$ cat src/rtl/mbox_pkg.sv
package mbox_pkg;

    localparam int DATA_W = 32;
    localparam int HALF_W = DATA_W / 2;

    // decode key = {addr[11], addr[7:4]}
    localparam logic [4:0] KEY_INBOX  = 5'h00;
    localparam logic [4:0] KEY_OUTBOX = 5'h01;
    localparam logic [4:0] KEY_PEND   = 5'h02;
    localparam logic [4:0] KEY_POST   = 5'h03;
    localparam logic [4:0] KEY_CTRL   = 5'h04;
    localparam logic [4:0] KEY_ZERO   = 5'h06;

    localparam logic [DATA_W-1:0] CTRL_OR_WIDE   = 32'hF000_0002;
    localparam logic [HALF_W-1:0] CTRL_OR_NARROW = 16'h0002;
    localparam logic [3:0]        CTRL_FORCE_VAL = 4'h2;

    typedef enum logic [2:0] {
        SEL_NONE,
        SEL_INBOX,
        SEL_OUTBOX,
        SEL_PEND,
        SEL_POST,
        SEL_CTRL,
        SEL_ZERO
    } slot_sel_e;

    typedef struct packed {
        logic [DATA_W-1:0] inbox;
        logic [DATA_W-1:0] outbox;
        logic [DATA_W-1:0] pend;
        logic [DATA_W-1:0] post;
        logic [DATA_W-1:0] ctrl;
    } bank_t;

endpackage

$ cat src/rtl/mbox_decode.sv
module mbox_decode
    import mbox_pkg::*;
#(
    parameter int ADDR_W = 12
) (
    input  logic [ADDR_W-1:0] addr,
    output slot_sel_e         sel
);
    localparam int HI_BIT = 11;

    logic [4:0] key;

    always_comb begin
        key = {addr[HI_BIT], addr[7:4]};
        unique case (key)
            KEY_INBOX:  sel = SEL_INBOX;
            KEY_OUTBOX: sel = SEL_OUTBOX;
            KEY_PEND:   sel = SEL_PEND;
            KEY_POST:   sel = SEL_POST;
            KEY_CTRL:   sel = SEL_CTRL;
            KEY_ZERO:   sel = SEL_ZERO;
            default:    sel = SEL_NONE;
        endcase
    end
endmodule

$ cat src/rtl/mbox_regs.sv
module mbox_regs
    import mbox_pkg::*;
(
    input  logic              clk,
    input  logic              rst_n,
    input  logic              wr_en,
    input  logic              wide,
    input  slot_sel_e         sel,
    input  logic [DATA_W-1:0] wdata,
    input  logic              peer_mbox_we,
    input  logic [DATA_W-1:0] peer_mbox_data,
    input  logic [DATA_W-1:0] peer_flag_set,
    input  logic [DATA_W-1:0] peer_ack_clr,
    output bank_t             bank_q
);
    bank_t             bank_d;
    logic [DATA_W-1:0] w_mask;
    logic [DATA_W-1:0] tog_mask;
    logic [DATA_W-1:0] ctrl_t;
    logic              hit_pend, hit_post, hit_out, hit_ctrl;

    always_comb begin
        w_mask   = wide ? wdata : {{HALF_W{1'b0}}, wdata[HALF_W-1:0]};
        hit_pend = wr_en && (sel == SEL_PEND);
        hit_post = wr_en && (sel == SEL_POST);
        hit_out  = wr_en && (sel == SEL_OUTBOX);
        hit_ctrl = wr_en && (sel == SEL_CTRL);
        tog_mask = {{(DATA_W-8){1'b0}}, wdata[7:4], 4'b0000};
        ctrl_t   = bank_q.ctrl;

        bank_d = bank_q;

        if (peer_mbox_we) bank_d.inbox = peer_mbox_data;

        bank_d.pend = (bank_q.pend & ~(hit_pend ? w_mask : '0)) | peer_flag_set;
        bank_d.post = (bank_q.post & ~peer_ack_clr) | (hit_post ? w_mask : '0);

        if (hit_out)
            bank_d.outbox = wide ? wdata
                                 : {bank_q.outbox[DATA_W-1:HALF_W], wdata[HALF_W-1:0]};

        if (hit_ctrl) begin
            if (wdata[5] || wdata[7]) ctrl_t[15:12] = CTRL_FORCE_VAL;
            if ((ctrl_t & tog_mask) != '0) ctrl_t = ctrl_t & ~tog_mask;
            else                           ctrl_t = ctrl_t | tog_mask;
            bank_d.ctrl = ctrl_t;
        end
    end

    always_ff @(posedge clk or negedge rst_n) begin
        if (!rst_n) bank_q <= '0;
        else        bank_q <= bank_d;
    end


    inbox_hold_chk: assert property (@(posedge clk) disable iff (!rst_n)
        !peer_mbox_we |=> $stable(bank_q.inbox));


    pend_clear_chk: assert property (@(posedge clk) disable iff (!rst_n)
        (hit_pend && peer_flag_set == '0) |=> ((bank_q.pend & $past(w_mask)) == '0));


    post_set_chk: assert property (@(posedge clk) disable iff (!rst_n)
        hit_post |=> ((bank_q.post & $past(w_mask)) == $past(w_mask)));


    ctrl_force_chk: assert property (@(posedge clk) disable iff (!rst_n)
        (hit_ctrl && (wdata[5] || wdata[7])) |=> (bank_q.ctrl[15:12] == CTRL_FORCE_VAL));


    ctrl_fixed_chk: assert property (@(posedge clk) disable iff (!rst_n)
        1'b1 |=> ($stable(bank_q.ctrl[11:8]) && $stable(bank_q.ctrl[3:0])));


    outbox_upper_chk: assert property (@(posedge clk) disable iff (!rst_n)
        (hit_out && !wide) |=> $stable(bank_q.outbox[DATA_W-1:HALF_W]));
endmodule

$ cat src/rtl/mbox_rdmux.sv
module mbox_rdmux
    import mbox_pkg::*;
(
    input  logic              rd_en,
    input  logic              wide,
    input  slot_sel_e         sel,
    input  bank_t             bank,
    output logic [DATA_W-1:0] rdata
);
    logic [DATA_W-1:0] raw;

    always_comb begin
        unique case (sel)
            SEL_INBOX:  raw = bank.inbox;
            SEL_OUTBOX: raw = bank.outbox;
            SEL_PEND:   raw = bank.pend;
            SEL_POST:   raw = bank.post;
            SEL_CTRL:   raw = bank.ctrl | CTRL_OR_WIDE;
            default:    raw = '0;
        endcase

        if (!rd_en)    rdata = '0;
        else if (wide) rdata = raw;
        else           rdata = {{HALF_W{1'b0}}, raw[HALF_W-1:0]};
    end
endmodule

$ cat src/rtl/mbox_bank.sv
module mbox_bank
    import mbox_pkg::*;
#(
    parameter int ADDR_W = 12
) (
    input  logic              clk,
    input  logic              rst_n,
    input  logic              bus_en,
    input  logic              bus_wr,
    input  logic              bus_wide,
    input  logic [ADDR_W-1:0] bus_addr,
    input  logic [31:0]       bus_wdata,
    output logic [31:0]       bus_rdata,
    input  logic              peer_mbox_we,
    input  logic [31:0]       peer_mbox_data,
    input  logic [31:0]       peer_flag_set,
    input  logic [31:0]       peer_ack_clr
);
    slot_sel_e sel;
    bank_t     bank_q;
    logic      wr_en, rd_en;

    assign wr_en = bus_en && bus_wr;
    assign rd_en = bus_en && !bus_wr;

    mbox_decode #(.ADDR_W(ADDR_W)) u_dec (
        .addr (bus_addr),
        .sel  (sel)
    );

    mbox_regs u_regs (
        .clk            (clk),
        .rst_n          (rst_n),
        .wr_en          (wr_en),
        .wide           (bus_wide),
        .sel            (sel),
        .wdata          (bus_wdata),
        .peer_mbox_we   (peer_mbox_we),
        .peer_mbox_data (peer_mbox_data),
        .peer_flag_set  (peer_flag_set),
        .peer_ack_clr   (peer_ack_clr),
        .bank_q         (bank_q)
    );

    mbox_rdmux u_rd (
        .rd_en (rd_en),
        .wide  (bus_wide),
        .sel   (sel),
        .bank  (bank_q),
        .rdata (bus_rdata)
    );


    ctrl_read_chk: assert property (@(posedge clk) disable iff (!rst_n)
        (rd_en && bus_addr[11] == 1'b0 && bus_addr[7:4] == 4'h4)
        |-> (bus_rdata[1] && (bus_wide ? bus_rdata[31:28] == 4'hF : bus_rdata[31:16] == '0)));


    zero_slot_chk: assert property (@(posedge clk) disable iff (!rst_n)
        (rd_en && bus_addr[11] == 1'b0 && bus_addr[7:4] == 4'h6) |-> (bus_rdata == '0));


    unmapped_chk: assert property (@(posedge clk) disable iff (!rst_n)
        (bus_en && bus_addr[11]) |-> (bus_rdata == '0));


    idle_rdata_chk: assert property (@(posedge clk) disable iff (!rst_n)
        !rd_en |-> (bus_rdata == '0));
endmodule

$ cat config.mk
export PLATFORM = sky130hd
export DESIGN_NAME = mbox_bank
export DESIGN_NICKNAME = d
export VERILOG_FILES = /design/src/rtl/mbox_pkg.sv /design/src/rtl/mbox_decode.sv /design/src/rtl/mbox_regs.sv /design/src/rtl/mbox_rdmux.sv /design/src/rtl/mbox_bank.sv
export SDC_FILE = /design/constraint.sdc
export NUM_CORES = 1
export LEC_CHECK = 0
export BUFFER_PORTS_ARGS = -buffer_cell sky130_fd_sc_hd__clkbuf_2
export CORE_AREA = 2 2 110 139
export CTS_CLUSTER_DIAMETER = 30
export CTS_CLUSTER_SIZE = 10
export DETAILED_ROUTE_END_ITERATION = 8
export DIE_AREA = 0 0 112 141
export PLACE_DENSITY = 0.71
export SETUP_SLACK_MARGIN = 0.3
export SLEW_MARGIN = 10
export SYNTH_ARGS = -nofsm -noshare
export SYNTH_HDL_FRONTEND = slang
export SYNTH_SLANG_ARGS = --single-unit
$ cat constraint.sdc
create_clock -name clk -period 3.8 [get_ports clk]
set_input_delay 0.19 -clock clk [delete_from_list [all_inputs] [get_ports clk]]
set_output_delay 0.19 -clock clk [all_outputs]
set_load 0.03 [all_outputs]
==> out/metrics.csv, run 1 <==
metric,value,unit
synth-edff-count,0,
seqPwrFrac,0.449,
overflow,0,
cp_common_cell,clkbuf_2,
fin_crit_sh,0.686,
antenna_left,0,
clkPwrFrac,0.440,
core-area,14600,um2
antenna_found_initial,0,
initialDrtViolationCount,342,
die-height,141,um
cts_root_buf,clkbuf_16,
rsz0062_at_grt,no,
reg2reg_slack,2.42,ns
initial_core_util,0.436,
yosysSeqAreaShare,0.522,
grt_start_max_net_pins,59,
combPwrFrac,0.111,
grt_first_pass_wirelength,28500,um
largest_reg_flops,129,
routedWlPerCell,18.1,um
port_buffers,170,
critPathMaxFanout,29,
most-common-layout-cells,"168 x clkbuf_2, 133 x dfrtp_1, 65 x inv_1, 63 x mux2_2, 55 x nor2_1",
final_common_cell,clkbuf_2,
dieWidth,112,um
clock_skew,0.00423,ns
reg_top3,u_regs.bank_q x129,
async_flop_share,1.00,
tritoncts,built,
syn_inst,559,
crit_chain,"clkbuf_2, or4b_2, o22a_1, a21oi_1, clkbuf_2",
hold_depth,3,
cts.hold.buffers_added,45,
postSynthAreaPerCell,11.4,um2
drive_gt1_frac,0.363,
htreeDepth,4,
drcViolationCount,0,
grt_pass1_vias,5684,
num-nets-final,916,
reg2reg_depth,3,
hp-class,primary input to register,
critPathLaunchType,primary input,
worst_hold_slack,0.0159,ns
setup_viol,0,
clockBufferDepth,2,
cts_buffers,17,
gp_congestion,0.795,
slew_viol_final,0,
crit_path_end_kind,output port,
max_cap_violations,0,
clk_latency,0.41,ns
min_to,u_regs.bank_q[70],
relSlewSlack,0.283,
hold_viol,0,
nFillCells,1257,
clk_pin_slew,0.05,ns
worst_pin_slew,1.08,ns
outcome,"finished, final reports clean",
dr.pass1.iters,4,
fin_tns_setup,0,ns
yosys_warnings,0,
ir_drop,0.271,mV
ctsResizeCount,0,
seqCellArea,3330,um2
regMostFlops,u_regs.bank_q,
powerDensity,410,nW/um2
max_stage_delay,1.17,ns
synth-main-ff-cell,dfrtp_1,
crit_slowest_cell,or4b_2,
syn_area,6380,um2
finalCriticalPeriod,2.61,ns
gr-usage-all-layers,0.229,
hold_start,peer_flag_set[6],
p_leak,4.12,nW
synth_cell_types,33,
dpl.hpwl,11500,um
cp.required,3.61,ns
multi_input_area,2670,um2
antenna_cells,0,
ys_ff_latch,133,
crit_arrival,2.42,ns
timing.fmax,384,MHz
rows,50,
swShare,0.234,
routed_wl,17500,um
syn_nets,705,
vias_per_cell,5.38,
p_int,2.63,mW
num_vias,5195,
ios,178,
cts_setup_buffers,0,
clock-sinks,133,
dieArea,15800,um2
finish.utilization,0.573,
syn_to_final_growth,31.4,%
critPathKind,primary input to output port,
power.switching,805,uW
==> kinds of logic (layout without fill, tap and decap cells) <==
| logic type | count (synthesis) | in the layout | share of synthesized area |
|---|---|---|---|
| compound gates | 110 | 110 | 0.130 |
| buf+inv | 96 | 320 | 0.0610 |
| flops | 133 | 133 | 0.522 |
| mux | 127 | 127 | 0.219 |
| simple gates | 93 | 93 | 0.0679 |
==> how the worst max path moves through the flow <==
stage / endpoint / cells after the start / slack, ns / from
after floorplan: bus_rdata[13] / 6 / 1.69 / bus_addr[4]
after global placement: bus_rdata[13] / 5 / 1.17 / bus_addr[6]
after detailed placement: bus_rdata[13] / 5 / 1.17 / bus_addr[6]
after CTS: bus_rdata[13] / 5 / 1.17 / bus_addr[6]
after global routing: u_regs.bank_q[88] / 6 / 1.10 / bus_addr[6]
final: bus_rdata[13] / 5 / 1.19 / bus_addr[6]
==> critical path: cells and delay by family <==
kind                   cells  cell delay [ns]
AOI/OAI and AO/OA          2             0.51
and+or+nand+nor            1             1.17
buffers and inverters      2             0.53
==> final cells by class <==
class                           count  area share
Timing Repair Buffer              223       0.163
Tap cell                          182      0.0272
Sequential cell                   133       0.397
Inverter                           65      0.0291
Clock inverter                      9     0.00940
Clock buffer                       23      0.0558
Multi-Input combinational cell    330       0.318
==> power by group through the flow <==
stage	combinational (mW)	clock [mW]	sequential, mW
CTS	0.384	1.54	1.54
global placement	0.337	0	1.56
finish	0.380	1.51	1.54
detailed placement	0.348	0	1.57
floorplan	0.190	0	1.55
global route	0.420	1.61	1.55
==> metrics by stage <==
step,cells,total power [mW],instance area [um2],setup WS [ns]
finish,965,3.43,8380,1.19
global route,965,3.58,8380,1.10
CTS,965,3.47,8380,1.17
detailed placement,888,1.92,7390,1.17
global placement,888,1.90,7390,1.17
floorplan,559,1.74,6380,1.69
==> cell usage after synthesis (all sizes together), types with 2 or more instances <==
library cell	instances	share of area
dfrtp	133	0.52
nand2	5	0.0029
or4	2	0.0024
a31oi	37	0.036
clkbuf	13	0.0078
nand3	17	0.013
nor4	2	0.0029
mux2	73	0.13
buf	18	0.015
and3	3	0.0029
a22o	33	0.045
a21oi	5	0.0039
nor3	2	0.0031
o21ai	6	0.0047
o22a	27	0.037
nor2	55	0.032
mux2i	54	0.085
inv	65	0.038
==> metal layers <==
metal	up-vias	track usage	part of all wire	routed length (um)
met3	19	0.0426	0.058	1020
met2	187	0.391	0.51	8950
met5	-	0	0	0
met4	0	0.105	0.014	251
met1	2580	0.284	0.41	7250
li1	2409	-	-	-
(Power assumes the default switching activity.)
==> run 2, diff against run 1 <==
==> constraint.sdc (replaced) <==
create_clock -name clk -period 2.6 [get_ports clk]
set_input_delay 0.13 -clock clk [delete_from_list [all_inputs] [get_ports clk]]
set_output_delay 0.13 -clock clk [all_outputs]
set_load 0.03 [all_outputs]
==> run 2 against run 1 <==
  * First-iteration DRC count decreased by 21%
  * Clock-buffer cell count is the same
  * Design area up 11%
  * Core utilization grew 6.4 points
  * Largest power group unchanged
  * Highest routed layer unchanged
  * Critical endpoint is now u_regs.bank_q[82]
  * Power is 49% higher
==> out/metrics.csv, run 2 (synthesis gave the netlist of run 1 again) <==
metric,value,unit
relSlewSlack,0.561,
power.switching,1.20,mW
core-area,14600,um2
grtUsageMet3,0.0537,
p_int,3.93,mW
grt_start_max_net_pins,62,
combPwrFrac,0.124,
crit_arrival,2.39,ns
ios,178,
regMostFlops,u_regs.bank_q,
reg_top3,u_regs.bank_q x129,
hold_depth,3,
hold_start,peer_ack_clr[31],
grt_busiest_layer,met2,
max_cap_violations,0,
p_leak,4.46,nW
clkPwrFrac,0.437,
clock_skew,0.00466,ns
drive_gt1_frac,0.339,
cp_common_cell,buf_4,
fin_crit_sh,0.808,
crit_path_end_kind,register,
antenna_left,0,
max_stage_delay,0.64,ns
num-nets-final,1010,
htreeDepth,4,
num_vias,5616,
initialDrtViolationCount,269,
grt_pass1_vias,6058,
gr-usage-all-layers,0.245,
cp.required,2.89,ns
most-common-layout-cells,"168 x clkbuf_2, 133 x dfrtp_1, 127 x dlygate4sd3_1, 65 x inv_1, 63 x mux2_2",
reg2reg_slack,1.30,ns
powerDensity,551,nW/um2
ir_drop,0.453,mV
dr.pass1.iters,5,
syn_to_final_growth,46.1,%
dieWidth,112,um
vias_per_cell,5.30,
swShare,0.234,
seqPwrFrac,0.439,
largest_reg_flops,129,
tritoncts,built,
clock-sinks,133,
crit_slowest_cell,or4b_4,
reg2reg_depth,3,
overflow,0,
worst_pin_slew,0.659,ns
die-height,141,um
dpl.hpwl,11600,um
hp-class,primary input to register,
slew_viol_final,0,
nFillCells,1117,
port_buffers,170,
gr-usage-met2,0.440,
rsz0062_at_grt,no,
rows,50,
cts_setup_buffers,0,
routedWlPerCell,17.7,um
antenna_found_initial,0,
outcome,"finished, final reports clean",
finalCriticalPeriod,2.10,ns
drcViolationCount,0,
clockBufferDepth,2,
clk_latency,0.42,ns
gp_congestion,0.793,
grtUsageMet1,0.285,
cts_root_buf,clkbuf_16,
fin_tns_setup,0,ns
antenna_cells,0,
critPathLaunchType,primary input,
clk_pin_slew,0.05,ns
timing.fmax,476,MHz
critPathKind,primary input to register,
final_common_cell,clkbuf_2,
initial_core_util,0.436,
worst_hold_slack,0.0190,ns
min_to,u_regs.bank_q[63],
routed_wl,18800,um
setup_viol,0,
cts_buffers,17,
crit_chain,"clkbuf_2, or4b_4, buf_4, nor3_2, buf_4, a31oi_1, dlygate4sd3_1",
dieArea,15800,um2
grt_first_pass_wirelength,30400,um
hold_viol,0,
critPathMaxFanout,20,
run 2: what timing repair did:
action,4_1_cts,5_1_grt
endpoints found under the setup margin,0,16
hold endpoints to repair,182,0
hold buffers,127,0
resized for setup,0,1
run 2: critical path, delay by kind of cell:
family                 cells  cell delay, ns
buffers and inverters      4            1.29
AND/OR/NAND/NOR            2            0.82
AO/OA/AOI/OAI              1            0.15
run 2: power groups by stage:
stage	clock (mW)	sequential [mW]	combinational, mW
2_1_floorplan	0	2.27	0.278
3_3_place_gp	0	2.28	0.499
4_1_cts	2.29	2.25	0.633
3_5_place_dp	0	2.29	0.514
6_report	2.24	2.25	0.636
5_1_grt	2.38	2.27	0.695
run 2: final cells by class:
class                   count  area (um2)  area share
clock buffers              23         478      0.0513
well taps                 182         228      0.0244
clock inverters             9        77.6     0.00832
flip-flops and latches    133        3330       0.357
inverters                  65         244      0.0262
repair buffers            317        2290       0.246
multi-input cells         330        2670       0.287
run 2: worst max-delay path by stage:
| stage | slack [ns] | end | depth (start not counted) | start |
|---|---|---|---|---|
| 3_3_place_gp | 0.47 | u_regs.bank_q[82] | 6 | bus_addr[7] |
| 5_1_grt | 0.48 | u_regs.bank_q[82] | 7 | bus_addr[7] |
| 4_1_cts | 0.34 | u_regs.bank_q[95] | 7 | bus_addr[7] |
| 2_1_floorplan | 0.61 | bus_rdata[13] | 6 | bus_addr[4] |
| 3_5_place_dp | 0.44 | u_regs.bank_q[88] | 6 | bus_addr[7] |
| 6_report | 0.50 | u_regs.bank_q[82] | 7 | bus_addr[7] |
run 2: stage by stage:
stage	setup WS [ns]	cells	utilization	total power, mW	area, um2
detailed placement	0.439	900	0.512	2.80	7490
floorplan	0.615	559	-	2.55	6380
finish	0.498	1059	0.637	5.13	9320
global placement	0.471	900	0.512	2.78	7490
global route	0.476	1059	0.637	5.35	9320
CTS	0.337	1059	0.636	5.17	9320
run 2: per-layer routing:
layer,vias to the layer above,wire length (um),part of all wire
met5,-,0,0
met4,0,365,0.019
met3,34,922,0.049
met2,199,9970,0.53
met1,2780,7530,0.40
li1,2603,-,-
==> run 3, diff against run 2 <==
==> constraint.sdc (replaced) <==
create_clock -name clk -period 2.2 [get_ports clk]
set_input_delay 0.11 -clock clk [delete_from_list [all_inputs] [get_ports clk]]
set_output_delay 0.11 -clock clk [all_outputs]
set_load 0.03 [all_outputs]
==> run 3 against run 2 <==
  * Clock skew fell by 0.0043 ns
  * Largest power group is now clock
  * Clock power increased by 25%
  * Critical path depth down 1
  * Combinational power increased by 20%
  * Flip-flop and latch count is the same
==> out/metrics.csv, run 3 (synthesis gave the netlist of run 1 again) <==
metric,value,unit
finalCriticalPeriod,1.81,ns
crit_slowest_cell,or4_1,
cp.required,2.09,ns
crit_path_end_kind,output port,
gp_congestion,0.777,
cts_root_buf,clkbuf_16,
crit_arrival,1.70,ns
powerDensity,658,nW/um2
port_buffers,170,
gr-usage-met2,0.428,
core-area,14600,um2
antenna_found_initial,0,
relSlewSlack,0.570,
htreeDepth,4,
worstPathBufferInverterCount,3,
grtUsageMet1,0.285,
grt_first_pass_wirelength,30100,um
dieArea,15800,um2
clock_skew,0.000352,ns
slew_viol_final,0,
cts_setup_buffers,0,
p_total,6.23,mW
reg_top3,u_regs.bank_q x129,
critPathKind,primary input to output port,
clk_pin_slew,0.06,ns
fin_tns_setup,0,ns
grt_pass1_vias,6169,
num-nets-final,1013,
ir_drop,0.518,mV
ios,178,
vias_per_cell,5.30,
hp-class,primary input to register,
nFillCells,1132,
antenna_left,0,
outcome,"finished, final reports clean",
dieWidth,112,um
crit_chain,"clkbuf_2, or4_1, buf_4, o22a_1, nor2_1, clkbuf_2",
drcViolationCount,0,
initial_core_util,0.436,
cts_buffers,17,
num_vias,5626,
hold_viol,0,
clock-sinks,133,
timing.fmax,551,MHz
setup_viol,0,
cp_common_cell,clkbuf_2,
max_stage_delay,0.55,ns
grt_start_max_net_pins,67,
antenna_cells,0,
die-height,141,um
syn_to_final_growth,48.4,%
finish.utilization,0.647,
clk_latency,0.41,ns
rows,50,
fin_crit_sh,0.825,
critPathLaunchType,primary input,
worst_pin_slew,0.645,ns
crit_family,simple AND/OR/NAND/NOR gates,
postPlaceCellArea,7560,um2
max_cap_violations,0,
most-common-layout-cells,"167 x clkbuf_2, 133 x dfrtp_1, 131 x dlygate4sd3_1, 65 x inv_1, 63 x mux2_2",
drive_gt1_frac,0.349,
initialDrtViolationCount,293,
routedWlPerCell,17.5,um
critPathMaxFanout,22,
grt_busiest_layer,met2,
overflow,0,
dpl.hpwl,11400,um
dr.pass1.iters,4,
grtUsageMet3,0.0537,
fin_area,9470,um2
p_leak,4.50,nW
gr-usage-all-layers,0.240,
regMostFlops,u_regs.bank_q,
tritoncts,built,
worst_hold_slack,0.0235,ns
rsz0062_at_grt,no,
clockBufferDepth,2,
routed_wl,18500,um
largest_reg_flops,129,
final_common_cell,clkbuf_2,
run 3: changes by cell type in the layout (fill, tap and decap cells not counted), moves of 2 or more:
cell,delta
a31oi_2,+5
buf_12,+2
a21oi_2,+5
a21oi_1,-5
buf_4,-4
a31oi_1,-5
dlygate4sd3_1,+4
run 3: layout make-up:
class / instances / area (um2) / area share
sequential: 133 / 3330 / 0.352
multi-input combinational: 330 / 2720 / 0.287
timing repair buffer: 320 / 2360 / 0.249
clock buffer: 23 / 488 / 0.0515
inverter: 65 / 244 / 0.0258
tap: 182 / 228 / 0.0241
clock inverter: 9 / 100 / 0.0106
run 3: repair_timing:
item                                    CTS  global route
gates resized for setup                   3             0
endpoints found under the hold margin   188             0
endpoints found under the setup margin   11             0
hold buffers                            131             0
run 3: where the power goes:
group / internal, mW / switching (mW) / leakage [nW]
logic: 0.428 / 0.334 / 2.62
clock network: 1.78 / 1.02 / 0.289
registers: 2.59 / 0.0782 / 1.60
run 3: stage by stage:
stage	std cells	worst slack (ns)
after global placement	899	0.267
after CTS	1062	0.402
after detailed placement	899	0.259
after global routing	1062	0.342
final	1062	0.386
after floorplan	559	0.338
run 3: per-layer routing:
metal,wire (um),up-vias
li1,-,2606
met1,7560,2789
met2,9660,190
met3,927,41
met4,390,0
met5,0,-
run 3: worst reg2reg max path, delay by kind of cell (launching register included):
family          cells  cell delay [ns]
mux                 1             0.26
compound gates      2             0.66
flops               1             0.39
run 3: path summary, 6_finish.rpt:
| check | endpoint | start | slack [ns] | cells after the start |
|---|---|---|---|---|
| hold / removal | u_regs.bank_q[100] | bus_wdata[4] | 0.02 | 2 |
| max in group asynchronous | u_regs.bank_q[88] | rst_n | 1.16 | 3 |
| min in group asynchronous | u_regs.bank_q[91] | rst_n | 0.27 | 2 |
| setup / recovery | bus_rdata[8] | bus_addr[6] | 0.39 | 6 |
| hold reg to reg | u_regs.bank_q[13] | u_regs.bank_q[13] | 0.48 | 1 |
| setup reg to reg | register | register | 0.83 | 3 |
